===== src/rtl/adc_seq_pkg.sv =====
package adc_seq_pkg;
  localparam int CH_W  = 5;
  localparam int DLY_W = 11;
  localparam int SMP_W = 16;

  localparam logic [2:0] A_CTRL = 3'd0;
  localparam logic [2:0] A_SET  = 3'd1;
  localparam logic [2:0] A_TBL  = 3'd2;
  localparam logic [2:0] A_SMP  = 3'd3;
  localparam logic [2:0] A_STAT = 3'd4;

  localparam int C_EN = 0, C_IDIS = 1, C_PRST = 2, C_GO = 3, C_RESUME = 4, C_CLRD = 5, C_CLRE = 6;
  localparam int S_MODE = 13, S_POP = 14, S_FLUSH = 15, S_CNT = 16, S_THR = 24;

  typedef enum logic [1:0] {SQ_IDLE, SQ_DELAY, SQ_WAIT, SQ_HOLD} sq_state_e;

  typedef struct packed {
    logic [DLY_W-1:0] dly;
    logic [CH_W-1:0]  ch;
  } seq_ent_t;

  function automatic logic [SMP_W-1:0] conv_value(input logic [CH_W-1:0] ch);
    return {4'hA, 2'b00, ~ch, ch};
  endfunction

  function automatic logic over_thr(input int unsigned lvl, input int unsigned thr_m1);
    return lvl > thr_m1;
  endfunction
endpackage


===== src/rtl/adc_sample_src.sv =====
module adc_sample_src import adc_seq_pkg::*; #(
  parameter int LAT = 4
) (
  input  logic             clk,
  input  logic             rst_n,
  input  logic             clear,
  input  logic             req,
  input  logic [CH_W-1:0]  ch,
  output logic             done,
  output logic [SMP_W-1:0] data
);
  logic [LAT-1:0] vld_q;
  logic [CH_W-1:0] ch_q [LAT];

  always_ff @(posedge clk or negedge rst_n) begin
    if (!rst_n) begin
      vld_q <= '0;
    end else if (clear) begin
      vld_q <= '0;
    end else begin
      vld_q[0] <= req;
      for (int i = 1; i < LAT; i++) vld_q[i] <= vld_q[i-1];
    end
  end

  always_ff @(posedge clk) begin
    ch_q[0] <= ch;
    for (int i = 1; i < LAT; i++) ch_q[i] <= ch_q[i-1];
  end

  assign done = vld_q[LAT-1];
  assign data = conv_value(ch_q[LAT-1]);
endmodule


===== src/rtl/adc_sample_fifo.sv =====
module adc_sample_fifo #(
  parameter int DEPTH = 32,
  parameter int W     = 16
) (
  input  logic                         clk,
  input  logic                         rst_n,
  input  logic                         push,
  input  logic                         pop,
  input  logic                         flush,
  input  logic [W-1:0]                 din,
  output logic [W-1:0]                 dout,
  output logic [$clog2(DEPTH+1)-1:0]   level,
  output logic                         full,
  output logic                         push_acc,
  output logic                         push_drop,
  output logic                         pop_hit,
  output logic                         pop_miss
);
  localparam int AW = $clog2(DEPTH);
  localparam int LW = $clog2(DEPTH+1);

  logic [W-1:0]  mem [DEPTH];
  logic [AW-1:0] rp_q, wp_q;
  logic [LW-1:0] cnt_q;
  logic          empty;

  function automatic logic [AW-1:0] bump(input logic [AW-1:0] p);
    return (p == AW'(DEPTH-1)) ? '0 : p + 1'b1;
  endfunction

  assign empty     = (cnt_q == '0);
  assign full      = (cnt_q == LW'(DEPTH));
  assign pop_hit   = pop && !empty;
  assign pop_miss  = pop && empty;
  assign push_acc  = push && (!full || pop_hit);
  assign push_drop = push && full && !pop_hit;
  assign dout      = mem[rp_q];
  assign level     = cnt_q;

  always_ff @(posedge clk or negedge rst_n) begin
    if (!rst_n) begin
      rp_q  <= '0;
      wp_q  <= '0;
      cnt_q <= '0;
    end else if (flush) begin
      rp_q  <= '0;
      wp_q  <= '0;
      cnt_q <= '0;
    end else begin
      if (pop_hit)  rp_q <= bump(rp_q);
      if (push_acc) wp_q <= bump(wp_q);
      cnt_q <= cnt_q + LW'(push_acc) - LW'(pop_hit);
    end
  end

  always_ff @(posedge clk) begin
    if (push_acc && !flush) mem[wp_q] <= din;
  end
endmodule


===== src/rtl/adc_seq_ctrl.sv =====
module adc_seq_ctrl import adc_seq_pkg::*; #(
  parameter int MAX_ENTRIES = 64,
  parameter int FIFO_DEPTH  = 32,
  parameter int CONV_LAT    = 4
) (
  input  logic        clk,
  input  logic        rst_n,
  input  logic        wr_en,
  input  logic [2:0]  addr,
  input  logic [31:0] wdata,
  output logic [31:0] rdata,
  output logic        irq_rx,
  output logic        irq_err
);
  localparam int IDX_W = $clog2(MAX_ENTRIES);
  localparam int LVL_W = $clog2(FIFO_DEPTH+1);

  // register decode
  logic ctrl_wr, set_wr, tbl_wr;
  logic go_cmd, resume_cmd, prst_cmd, clrd_cmd, clre_cmd, pop_cmd, flush_cmd;
  assign ctrl_wr    = wr_en && (addr == A_CTRL);
  assign set_wr     = wr_en && (addr == A_SET);
  assign tbl_wr     = wr_en && (addr == A_TBL);
  logic en_q, idis_q;
  assign go_cmd     = ctrl_wr && wdata[C_GO] && en_q;
  assign resume_cmd = ctrl_wr && wdata[C_RESUME];
  assign prst_cmd   = ctrl_wr && wdata[C_PRST];
  assign clrd_cmd   = ctrl_wr && wdata[C_CLRD];
  assign clre_cmd   = ctrl_wr && wdata[C_CLRE];
  assign pop_cmd    = set_wr && wdata[S_POP];
  assign flush_cmd  = set_wr && wdata[S_FLUSH];

  logic [13:0] set_lo_q;
  logic [5:0]  cnt_m1_q, thr_m1_q;
  always_ff @(posedge clk or negedge rst_n) begin
    if (!rst_n) begin
      en_q <= 1'b0; idis_q <= 1'b0;
      set_lo_q <= '0; cnt_m1_q <= '0; thr_m1_q <= '0;
    end else begin
      if (ctrl_wr) begin
        en_q   <= wdata[C_EN];
        idis_q <= wdata[C_IDIS];
      end
      if (set_wr) begin
        set_lo_q <= wdata[13:0];
        cnt_m1_q <= wdata[S_CNT +: 6];
        thr_m1_q <= wdata[S_THR +: 6];
      end
    end
  end

  // entry table, two entries per write
  seq_ent_t         tbl [MAX_ENTRIES];
  logic [IDX_W-1:0] wptr_q;
  always_ff @(posedge clk) begin
    if (tbl_wr) begin
      tbl[wptr_q]               <= seq_ent_t'(wdata[15:0]);
      tbl[wptr_q + IDX_W'(1)]   <= seq_ent_t'(wdata[31:16]);
    end
  end
  always_ff @(posedge clk or negedge rst_n) begin
    if (!rst_n)        wptr_q <= '0;
    else if (prst_cmd) wptr_q <= '0;
    else if (tbl_wr)   wptr_q <= wptr_q + IDX_W'(2);
  end

  // sequencer
  sq_state_e        st_q;
  logic [IDX_W-1:0] idx_q, idx_nx;
  logic [DLY_W-1:0] dcnt_q;
  logic             last_ent, conv_req, seq_kill, src_done, push_evt;
  logic             seq_busy, seq_hold;
  logic [SMP_W-1:0] src_data;

  assign idx_nx   = idx_q + IDX_W'(1);
  assign last_ent = (idx_q == IDX_W'(cnt_m1_q));
  assign conv_req = (st_q == SQ_DELAY) && (dcnt_q == '0);
  assign seq_kill = !en_q || go_cmd || resume_cmd;
  assign push_evt = (st_q == SQ_WAIT) && src_done && !seq_kill;
  assign seq_busy = (st_q == SQ_DELAY) || (st_q == SQ_WAIT);
  assign seq_hold = (st_q == SQ_HOLD);

  always_ff @(posedge clk or negedge rst_n) begin
    if (!rst_n) begin
      st_q <= SQ_IDLE; idx_q <= '0; dcnt_q <= '0;
    end else begin
      if (!en_q) begin
        st_q <= SQ_IDLE;
      end else if (go_cmd || (resume_cmd && seq_hold)) begin
        st_q <= SQ_DELAY; idx_q <= '0; dcnt_q <= tbl[0].dly;
      end else if (resume_cmd) begin
        st_q <= SQ_IDLE;
      end else begin
        case (st_q)
          SQ_DELAY: begin
            if (dcnt_q == '0) st_q <= SQ_WAIT;
            else              dcnt_q <= dcnt_q - 1'b1;
          end
          SQ_WAIT: begin
            if (src_done) begin
              if (!last_ent) begin
                idx_q <= idx_nx; dcnt_q <= tbl[idx_nx].dly; st_q <= SQ_DELAY;
              end else if (set_lo_q[S_MODE]) begin
                idx_q <= '0; dcnt_q <= tbl[0].dly; st_q <= SQ_DELAY;
              end else begin
                st_q <= SQ_HOLD;
              end
            end
          end
          default: ;
        endcase
      end
      if (prst_cmd) idx_q <= '0;
    end
  end

  adc_sample_src #(.LAT(CONV_LAT)) u_src (
    .clk(clk), .rst_n(rst_n), .clear(seq_kill), .req(conv_req),
    .ch(tbl[idx_q].ch), .done(src_done), .data(src_data)
  );

  // sample FIFO
  logic [SMP_W-1:0] fifo_dout, sample_q;
  logic [LVL_W-1:0] fifo_level;
  logic fifo_full, push_acc, push_drop, pop_hit, pop_miss;

  adc_sample_fifo #(.DEPTH(FIFO_DEPTH), .W(SMP_W)) u_fifo (
    .clk(clk), .rst_n(rst_n), .push(push_evt && !flush_cmd), .pop(pop_cmd),
    .flush(flush_cmd), .din(src_data), .dout(fifo_dout), .level(fifo_level),
    .full(fifo_full), .push_acc(push_acc), .push_drop(push_drop),
    .pop_hit(pop_hit), .pop_miss(pop_miss)
  );

  // flags
  logic rx_q, ovf_q, udf_q, rx_set;
  assign rx_set = push_acc &&
                  over_thr(int'(fifo_level) + int'(push_acc) - int'(pop_hit), int'(thr_m1_q));

  always_ff @(posedge clk or negedge rst_n) begin
    if (!rst_n) begin
      rx_q <= 1'b0; ovf_q <= 1'b0; udf_q <= 1'b0; sample_q <= '0;
    end else begin
      if (rx_set)         rx_q  <= 1'b1;
      else if (clrd_cmd)  rx_q  <= 1'b0;
      if (push_drop)      ovf_q <= 1'b1;
      else if (clre_cmd)  ovf_q <= 1'b0;
      if (pop_miss)       udf_q <= 1'b1;
      else if (clre_cmd)  udf_q <= 1'b0;
      if (pop_cmd)        sample_q <= pop_hit ? fifo_dout : '0;
    end
  end

  assign irq_rx  = rx_q && en_q && !idis_q;
  assign irq_err = (ovf_q || udf_q) && en_q && !idis_q;

  always_comb begin
    case (addr)
      A_CTRL:  rdata = {30'b0, idis_q, en_q};
      A_SET:   rdata = {2'b0, thr_m1_q, 2'b0, cnt_m1_q, 2'b0, set_lo_q};
      A_SMP:   rdata = {{(32-SMP_W){1'b0}}, sample_q};
      A_STAT:  rdata = {19'b0, seq_hold, seq_busy, udf_q, ovf_q, rx_q, 8'(fifo_level)};
      default: rdata = '0;
    endcase
  end
endmodule


===== config.mk =====
export PLATFORM = sky130hd
export DESIGN_NAME = adc_seq_ctrl
export DESIGN_NICKNAME = d
export VERILOG_FILES = /design/src/rtl/adc_seq_pkg.sv /design/src/rtl/adc_sample_src.sv /design/src/rtl/adc_sample_fifo.sv /design/src/rtl/adc_seq_ctrl.sv
export SDC_FILE = /design/constraint.sdc
export NUM_CORES = 2
export LEC_CHECK = 0
export BUFFER_PORTS_ARGS = -buffer_cell sky130_fd_sc_hd__buf_4
export CAP_MARGIN = 5
export CORE_UTILIZATION = 31
export CTS_CLUSTER_SIZE = 14
export DETAILED_ROUTE_END_ITERATION = 16
export PLACE_DENSITY = 0.53
export SLEW_MARGIN = 25
export SYNTH_ARGS = -nofsm -noshare
export SYNTH_HDL_FRONTEND = slang
export SYNTH_SLANG_ARGS = --single-unit

===== constraint.sdc =====
create_clock -name clk -period 6.05 [get_ports clk]
set_clock_uncertainty 0.05 [all_clocks]
set_input_delay 0.605 -clock clk [delete_from_list [all_inputs] [get_ports clk]]
set_output_delay 0.605 -clock clk [all_outputs]
set_load 0.02 [all_outputs]

Word-level counts from Yosys, hierarchy flattened
Memory sizes are Yosys's and may differ from the RTL's.
Cells that the tools add are included.

word-level totals
  register bits after elaboration = 92
  memory bits (writable) = 1,364
  input bits = 38
  output and inout port bits = 34
  memories = 3

operators by class
  add/subtract/negate cells = 10
  magnitude comparators = 1
  equal/unequal tests = 20
  multiplexer cells = 44
  bitwise logic cells = 1
  reduce and logical (&&, ||, !) cells = 56

memory list
  memory      words  width  rd ports  clocked after memory_dff  write ports  line                   source
  tbl         64     16     3         0                         2            adc_seq_ctrl.sv:53     seq_ent_t tbl [MAX_ENTRIES];
  u_fifo.mem  32     10     1         0                         1            adc_sample_fifo.sv:22  logic [W-1:0] mem [DEPTH];
  u_src.ch_q  4      5      4         0                         4            adc_sample_src.sv:13   logic [CH_W-1:0] ch_q [LAT];

operators by type and width
  cell                   number
  $pmux 30 s4            1
  $mux 11                6
  $mux 6                 11
  $gt 32x6->1            1
  $mux 5                 6
  $logic_and 1x1->1      27
  $pmux 11 s2            1
  $mux 16                1
  $mux 2                 7
  $reduce_bool 2->1      7
  $add 6x1->6 const B    2
  $logic_not 11->1       1
  $sub 11x1->11 const B  1
  $add 5x1->5 const B    2
  $eq 5x5->1 const B     2
  $ne 5x3->1 const B     2
  $mux 1                 9
  $reduce_bool 3->1      3
  $ne 4x3->1 const B     2
  $sub 7x1->8            1
  $add 6x1->7            1
  $logic_not 1->1        7
  $add 6x1->6            1
  $add 6x2->6 const B    1
  other kinds (21)       29

Longest topological paths before layout
  word-level depth = 15
  depth in mapped cells = 20
  gate-level depth less buffers = 19

Hierarchy
Synthesis repeated with hierarchy kept, for this count alone.

unflattened totals
  cell total of the unflattened synthesis = 5,228
  area, all modules = 72,181.7 sq um

by module, submodules not included
  module           instances  cells an instance  area each (sq um)  sequential area each (sq um)
  adc_seq_ctrl     1          4,109              50,800.0           32,526.2
  adc_sample_fifo  1          1,078              20,784.9           15,775.1
  adc_sample_src   1          41                 596.8              500.5

Least setup slack after synthesis
Ideal clock, no wire load.

  path kind = input to register
  start = in addr[0]
  end = reg rx_q
  arrival time = 3.921 ns
  path slack = 1.958 ns
  stages on the path = 19
  path buffers = 3
  path through = buf_2 nor4bb_1 buf_2 and2_4 a211o_1 nand2b_4 buf_6 inv_6 ha_1 fa_1 ha_1 nor2b_1 o21a_1 o21a_1 o21a_1 o21a_1 o22ai_1 nand3_1 a22o_1

on the way
  cells in the longest elaborated chain, start to end = 15
  elaborated cells on any way between the ends = 25
  those cells by class = add/sub: 2; order compare: 1; eq/ne: 1; mux: 1; reduce/logical: 20

ends and longest elaborated chain
  item                                         line                   source
  start, declared                              adc_seq_ctrl.sv:9      input logic [2:0] addr,
  $logic_not 3->1                              adc_seq_ctrl.sv:21     assign ctrl_wr = wr_en && (addr == A_CTRL);
  $logic_and 1x1->1                            adc_seq_ctrl.sv:21
  $logic_and 1x1->1 (2 in a row)               adc_seq_ctrl.sv:25     assign go_cmd = ctrl_wr && wdata[C_GO] && en_q;
  $logic_or 1x1->1 (2 in a row)                adc_seq_ctrl.sv:78     assign seq_kill = !en_q || go_cmd || resume_cmd;
  $logic_not 1->1                              adc_seq_ctrl.sv:79     assign push_evt = (st_q == SQ_WAIT) && src_done && !seq_kill;
  $logic_and 1x1->1                            adc_seq_ctrl.sv:79
  $logic_and 1x1->1                            adc_seq_ctrl.sv:128    .clk(clk), .rst_n(rst_n), .push(push_evt && !flush_cmd), .pop(pop_cmd),
  $logic_and 1x1->1                            adc_sample_fifo.sv:35  assign push_acc = push && (!full || pop_hit);
  $add 6x1->7                                  adc_seq_ctrl.sv:137    over_thr(int'(fifo_level) + int'(push_acc) - int'(pop_hit), int'(thr_m1_q));
  $sub 7x1->8                                  adc_seq_ctrl.sv:137
  $gt 32x6->1                                  adc_seq_pkg.sv:27      return lvl > thr_m1;
  $logic_and 1x1->1                            adc_seq_ctrl.sv:136    assign rx_set = push_acc &&
  $mux 1 or $reduce_bool 2->1 (tied branches)  --
  end signal, assigned                         adc_seq_ctrl.sv:141    rx_q <= 1'b0; ovf_q <= 1'b0; udf_q <= 1'b0; sample_q <= '0;
  end signal, assigned                         adc_seq_ctrl.sv:143    if (rx_set) rx_q <= 1'b1;
  end signal, assigned                         adc_seq_ctrl.sv:144    else if (clrd_cmd) rx_q <= 1'b0;
  end, declared                                adc_seq_ctrl.sv:135    logic rx_q, ovf_q, udf_q, rx_set;

Parallel ways exist; a longest one is shown, timed or not.
A chain may end at the register's enable or synchronous reset.

Worst setup path after layout
  start = reg u_fifo.cnt_q[2], in the netlist u_fifo.level[2]
  end = reg rx_q

on the way
  cells in the longest elaborated chain, start to end = 10
  elaborated cells on any way between the ends = 13
  those cells by class = add/sub: 2; order compare: 1; eq/ne: 1; mux: 1; reduce/logical: 8

ends and longest elaborated chain
  item                                         line                   source
  start, declared                              adc_sample_fifo.sv:24  logic [LW-1:0] cnt_q;
  start signal, assigned                       adc_sample_fifo.sv:52  cnt_q <= cnt_q + LW'(push_acc) - LW'(pop_hit);
  $logic_not 6->1                              adc_sample_fifo.sv:31  assign empty = (cnt_q == '0);
  $logic_not 1->1                              adc_sample_fifo.sv:33  assign pop_hit = pop && !empty;
  $logic_and 1x1->1                            adc_sample_fifo.sv:33
  $logic_or 1x1->1                             adc_sample_fifo.sv:35
  $logic_and 1x1->1                            adc_sample_fifo.sv:35
  $add 6x1->7                                  adc_seq_ctrl.sv:137
  $sub 7x1->8                                  adc_seq_ctrl.sv:137
  $gt 32x6->1                                  adc_seq_pkg.sv:27
  $logic_and 1x1->1 (*)                        adc_seq_ctrl.sv:136
  $mux 1 or $reduce_bool 2->1 (tied branches)  --

Mark *: on every way between the ends. The rest lies on a longest branch, timed or not.

==> run summary <==
GP Congestion -> 0.853
post-place setup slack -> 944 ps
vias in the first global route -> 37800
Cells after Synth -> 4831
placed cell areas -> 67600 um^2
post-route cell area -> 72500 um^2
first-pass GRT wire length -> 275 mm
Slew @ Worst Pin -> 1040 ps
Pre-Repair DR Iteration Count -> 6
fin. max-slew vios -> 0
CP cell instances -> inv_1 -> ha_1 -> nor3b_1 -> nand2_1 -> nand4_1 -> buf_4 -> nand3_1 -> nand2b_4 -> inv_6 -> ha_1 -> fa_1 -> ha_1 -> nor2b_1 -> o21a_1 -> o21a_1 -> o21a_1 -> o21a_1 -> o22ai_1 -> nand3_1 -> a22o_1
Die Height -> 458 um
die width -> 458 um
Vias -> 39100
Port Buffers -> 66
num rows -> 167
Clock Path Buffers -> 3
instance count on the critical path -> 20
final worst slack -> 1390 ps
RSZ-0062 raised after global routing -> no
Most Used Layer, Global Route -> met2
met1 Use GR -> 25.0%
maximum VDD drop -> 271 uV
Design Power -> 22.6 mW
Sequential Area -> 42900 um^2
area delta synth->final -> 12.4%
Max-Slew Margin vs Limit -> 30.5%
post-CTS setup buffers -> 0
Avg Inst Size Synth -> 13.3 um^2
Final Hold Viols -> 0
worst path required time -> 6670 ps
multi-input logic area -> 19500 um^2
TritonCTS clock tree -> yes
Crit Path Class -> reg -> reg
Reg clk slew, reported paths -> 60 ps
Max stage delay on crit path -> 480 ps
antenna-violating nets left -> 0
CTS sink cnt -> 1450
number of synthesized register bits -> 1450
Power Dens Cells -> 312 nW/um^2
met2 usage -> 29.1%
CTS H-tree lvls -> 4
M3 GR Usage -> 2.88%
GRT Resource Usage Total -> 18.0%
Setup violations, final -> 0
MaxCap Viol Count -> 0
Post-DP HPWL -> 114 mm
Reg2Reg Depth -> 20
CP most frequent cell -> o21a_1
R2R Setup Slk -> 1390 ps
Final #Nets -> 4856
DIE AREA -> 210000 um^2
leakage power -> 25.1 nW
Clock Root Buffer -> clkbuf_16
Post-Syn Area -> 64500 um^2
crit path max fanout -> 11
status -> completed
Starting Density -> 31.2%
antenna violations before repair -> 7
fin crit period -> 4660 ps
DRC viols -> 0
most common cell after layout, fill and taps aside -> nand2_1
core footprint -> 207000 um^2
worst path arrival time -> 5280 ps
most frequent cells in the layout -> nand2_1, edfxtp_1, mux4_2
setup TNS -> 0 ps
CTS buffer count -> 152
Ys Warns -> 0
Post-synth ARST share -> 5.93%
CP max-delay cell -> fa_1
Tightest Hold Check Type -> in -> reg
largest net degree at the start of global routing -> 97
cell family with the largest share of critical-path delay -> simple AND/OR/NAND/NOR gates
vias per cell -> 5.13
routed length per placed instance -> 25.0 um
depth of the worst hold-timing path -> 3
Final Cycle Share -> 77.1%
clock latency on the worst-skew pair -> 820 ps
gr ovfl total -> 0
Buf/Inv on CP -> 3
cells resized by post-CTS repair -> 0
top_reg_cell synth -> edfxtp_1
filler cell count -> 19800
Distinct cells, synth -> 87
number of flops mapped to enable cells by yosys -> 1344
Setup crit end kind -> flip-flop
Iter 0 DRT Violations -> 4470
crit start category -> flip-flop
post-synthesis sequential area ratio -> 66.6%
Max Clk Rate -> 0.214 GHz
Ports -> 72
wirelength, routed -> 190 mm
ratio of cells with drive above 1 in the final layout -> 15.5%
hold slack -> 175 ps
[routing by layer]
metal,up-vias,part of all wire [%],wire [um]
met5,-,0.023,43
met4,6,2.4,4470
met3,244,6.9,13000
met2,1430,48,90900
met1,20100,43,81500
li1,17200,-,-
[timing repair]
item | CTS | global route
hold buffers | 1 | 0
hold endpoints to repair | 39 | 0
endpoints found under the setup margin | 0 | 0
[final timing paths]
kind | startpoint | endpoint
worst min register to register | u_src.ch_q[2][3] | u_src.ch_q[3][3]
worst min-delay path | wdata[3] | ovf_q
min in group asynchronous | rst_n | u_fifo.level[4]
worst max-delay path | u_fifo.level[2] | rx_q
worst max register to register | u_fifo.level[2] | rx_q
max in group asynchronous | rst_n | idx_q[0]
[layout make-up]
| type | instances | share of cell area, % |
|---|---|---|
| Sequential cell | 1450 | 59.2 |
| Inverter | 98 | 0.515 |
| Clock inverter | 78 | 1.18 |
| Timing Repair Buffer | 187 | 2.01 |
| Antenna cell | 3 | 0.0104 |
| Multi-Input combinational cell | 2894 | 26.9 |
| Clock buffer | 197 | 5.51 |
| Tap cell | 2704 | 4.67 |
[Yosys cell counts (13+ instances only)]
cell | instances | area, um^2
nand2_1 | 1768 | 6640
edfxtp_1 | 1344 | 40400
mux4_2 | 304 | 6850
clkbuf_1 | 223 | 837
mux2i_1 | 136 | 1360
nor2_1 | 115 | 432
dfrtp_1 | 86 | 2150
o21ai_0 | 70 | 350
a21oi_1 | 67 | 335
inv_1 | 65 | 244
buf_1 | 56 | 210
buf_2 | 54 | 270
nand3_1 | 50 | 250
ha_1 | 34 | 425
clkinv_1 | 32 | 120
buf_4 | 30 | 225
o22ai_1 | 27 | 169
buf_6 | 25 | 282
and2_1 | 23 | 144
mux2_2 | 23 | 259
o221ai_1 | 21 | 184
a22oi_1 | 20 | 150
a31oi_1 | 20 | 125
dfxtp_1 | 20 | 400
o21ai_1 | 20 | 100
nand4_1 | 17 | 106
nor3_1 | 17 | 85.1
and3_1 | 13 | 81.3
xor2_1 | 13 | 114
[registers in the layout (all words and copies together) (netlist names), 2 cells and up]
| register | cells |
|---|---|
| tbl | 1024 |
| u_fifo.mem | 320 |
| u_src.ch_q | 20 |
| set_lo_q | 14 |
| dcnt_q | 11 |
| sample_q | 11 |
| cnt_m1_q | 6 |
| idx_q | 6 |
| thr_m1_q | 6 |
| u_fifo.level | 6 |
| u_fifo.rp_q | 5 |
| u_fifo.wp_q | 5 |
| wptr_q | 5 |
| u_src.vld_q | 4 |
| st_q | 2 |
[worst register-to-register path, stage by stage (launching register included)]
cell,delay [ps]
dfrtp_1,400
inv_1,90
ha_1,130
nor3b_1,340
nand2_1,200
nand4_1,370
buf_4,250
nand3_1,160
nand2b_4,180
inv_6,70
ha_1,230
fa_1,480
ha_1,310
nor2b_1,140
o21a_1,160
o21a_1,160
o21a_1,160
o21a_1,160
o22ai_1,160
nand3_1,100
a22o_1,230
[cell families after synthesis]
| family | synth area share, % |
|---|---|
| flops | 66.6 |
| other cells | 0.00582 |
| simple gates | 12.7 |
| xor+xnor | 0.447 |
| mux | 13.1 |
| fa+ha+maj | 0.691 |
| buf+inv | 3.45 |
| compound gates | 2.94 |
[report_power, final]
group	switching, mW	internal, mW	total, mW
sequential	0.222	11.1	11.3
combinational	1.20	0.829	2.03
clock	4.13	5.07	9.20
[stage by stage]
stage / utilization, % / std cells
2_1_floorplan: - / 4835
3_3_place_gp: 32.7 / 7332
3_5_place_dp: 32.7 / 7332
4_1_cts: 35.0 / 7608
5_1_grt: 35.0 / 7609
6_report: 35.0 / 7611
Power figures use the tool's default switching activity.
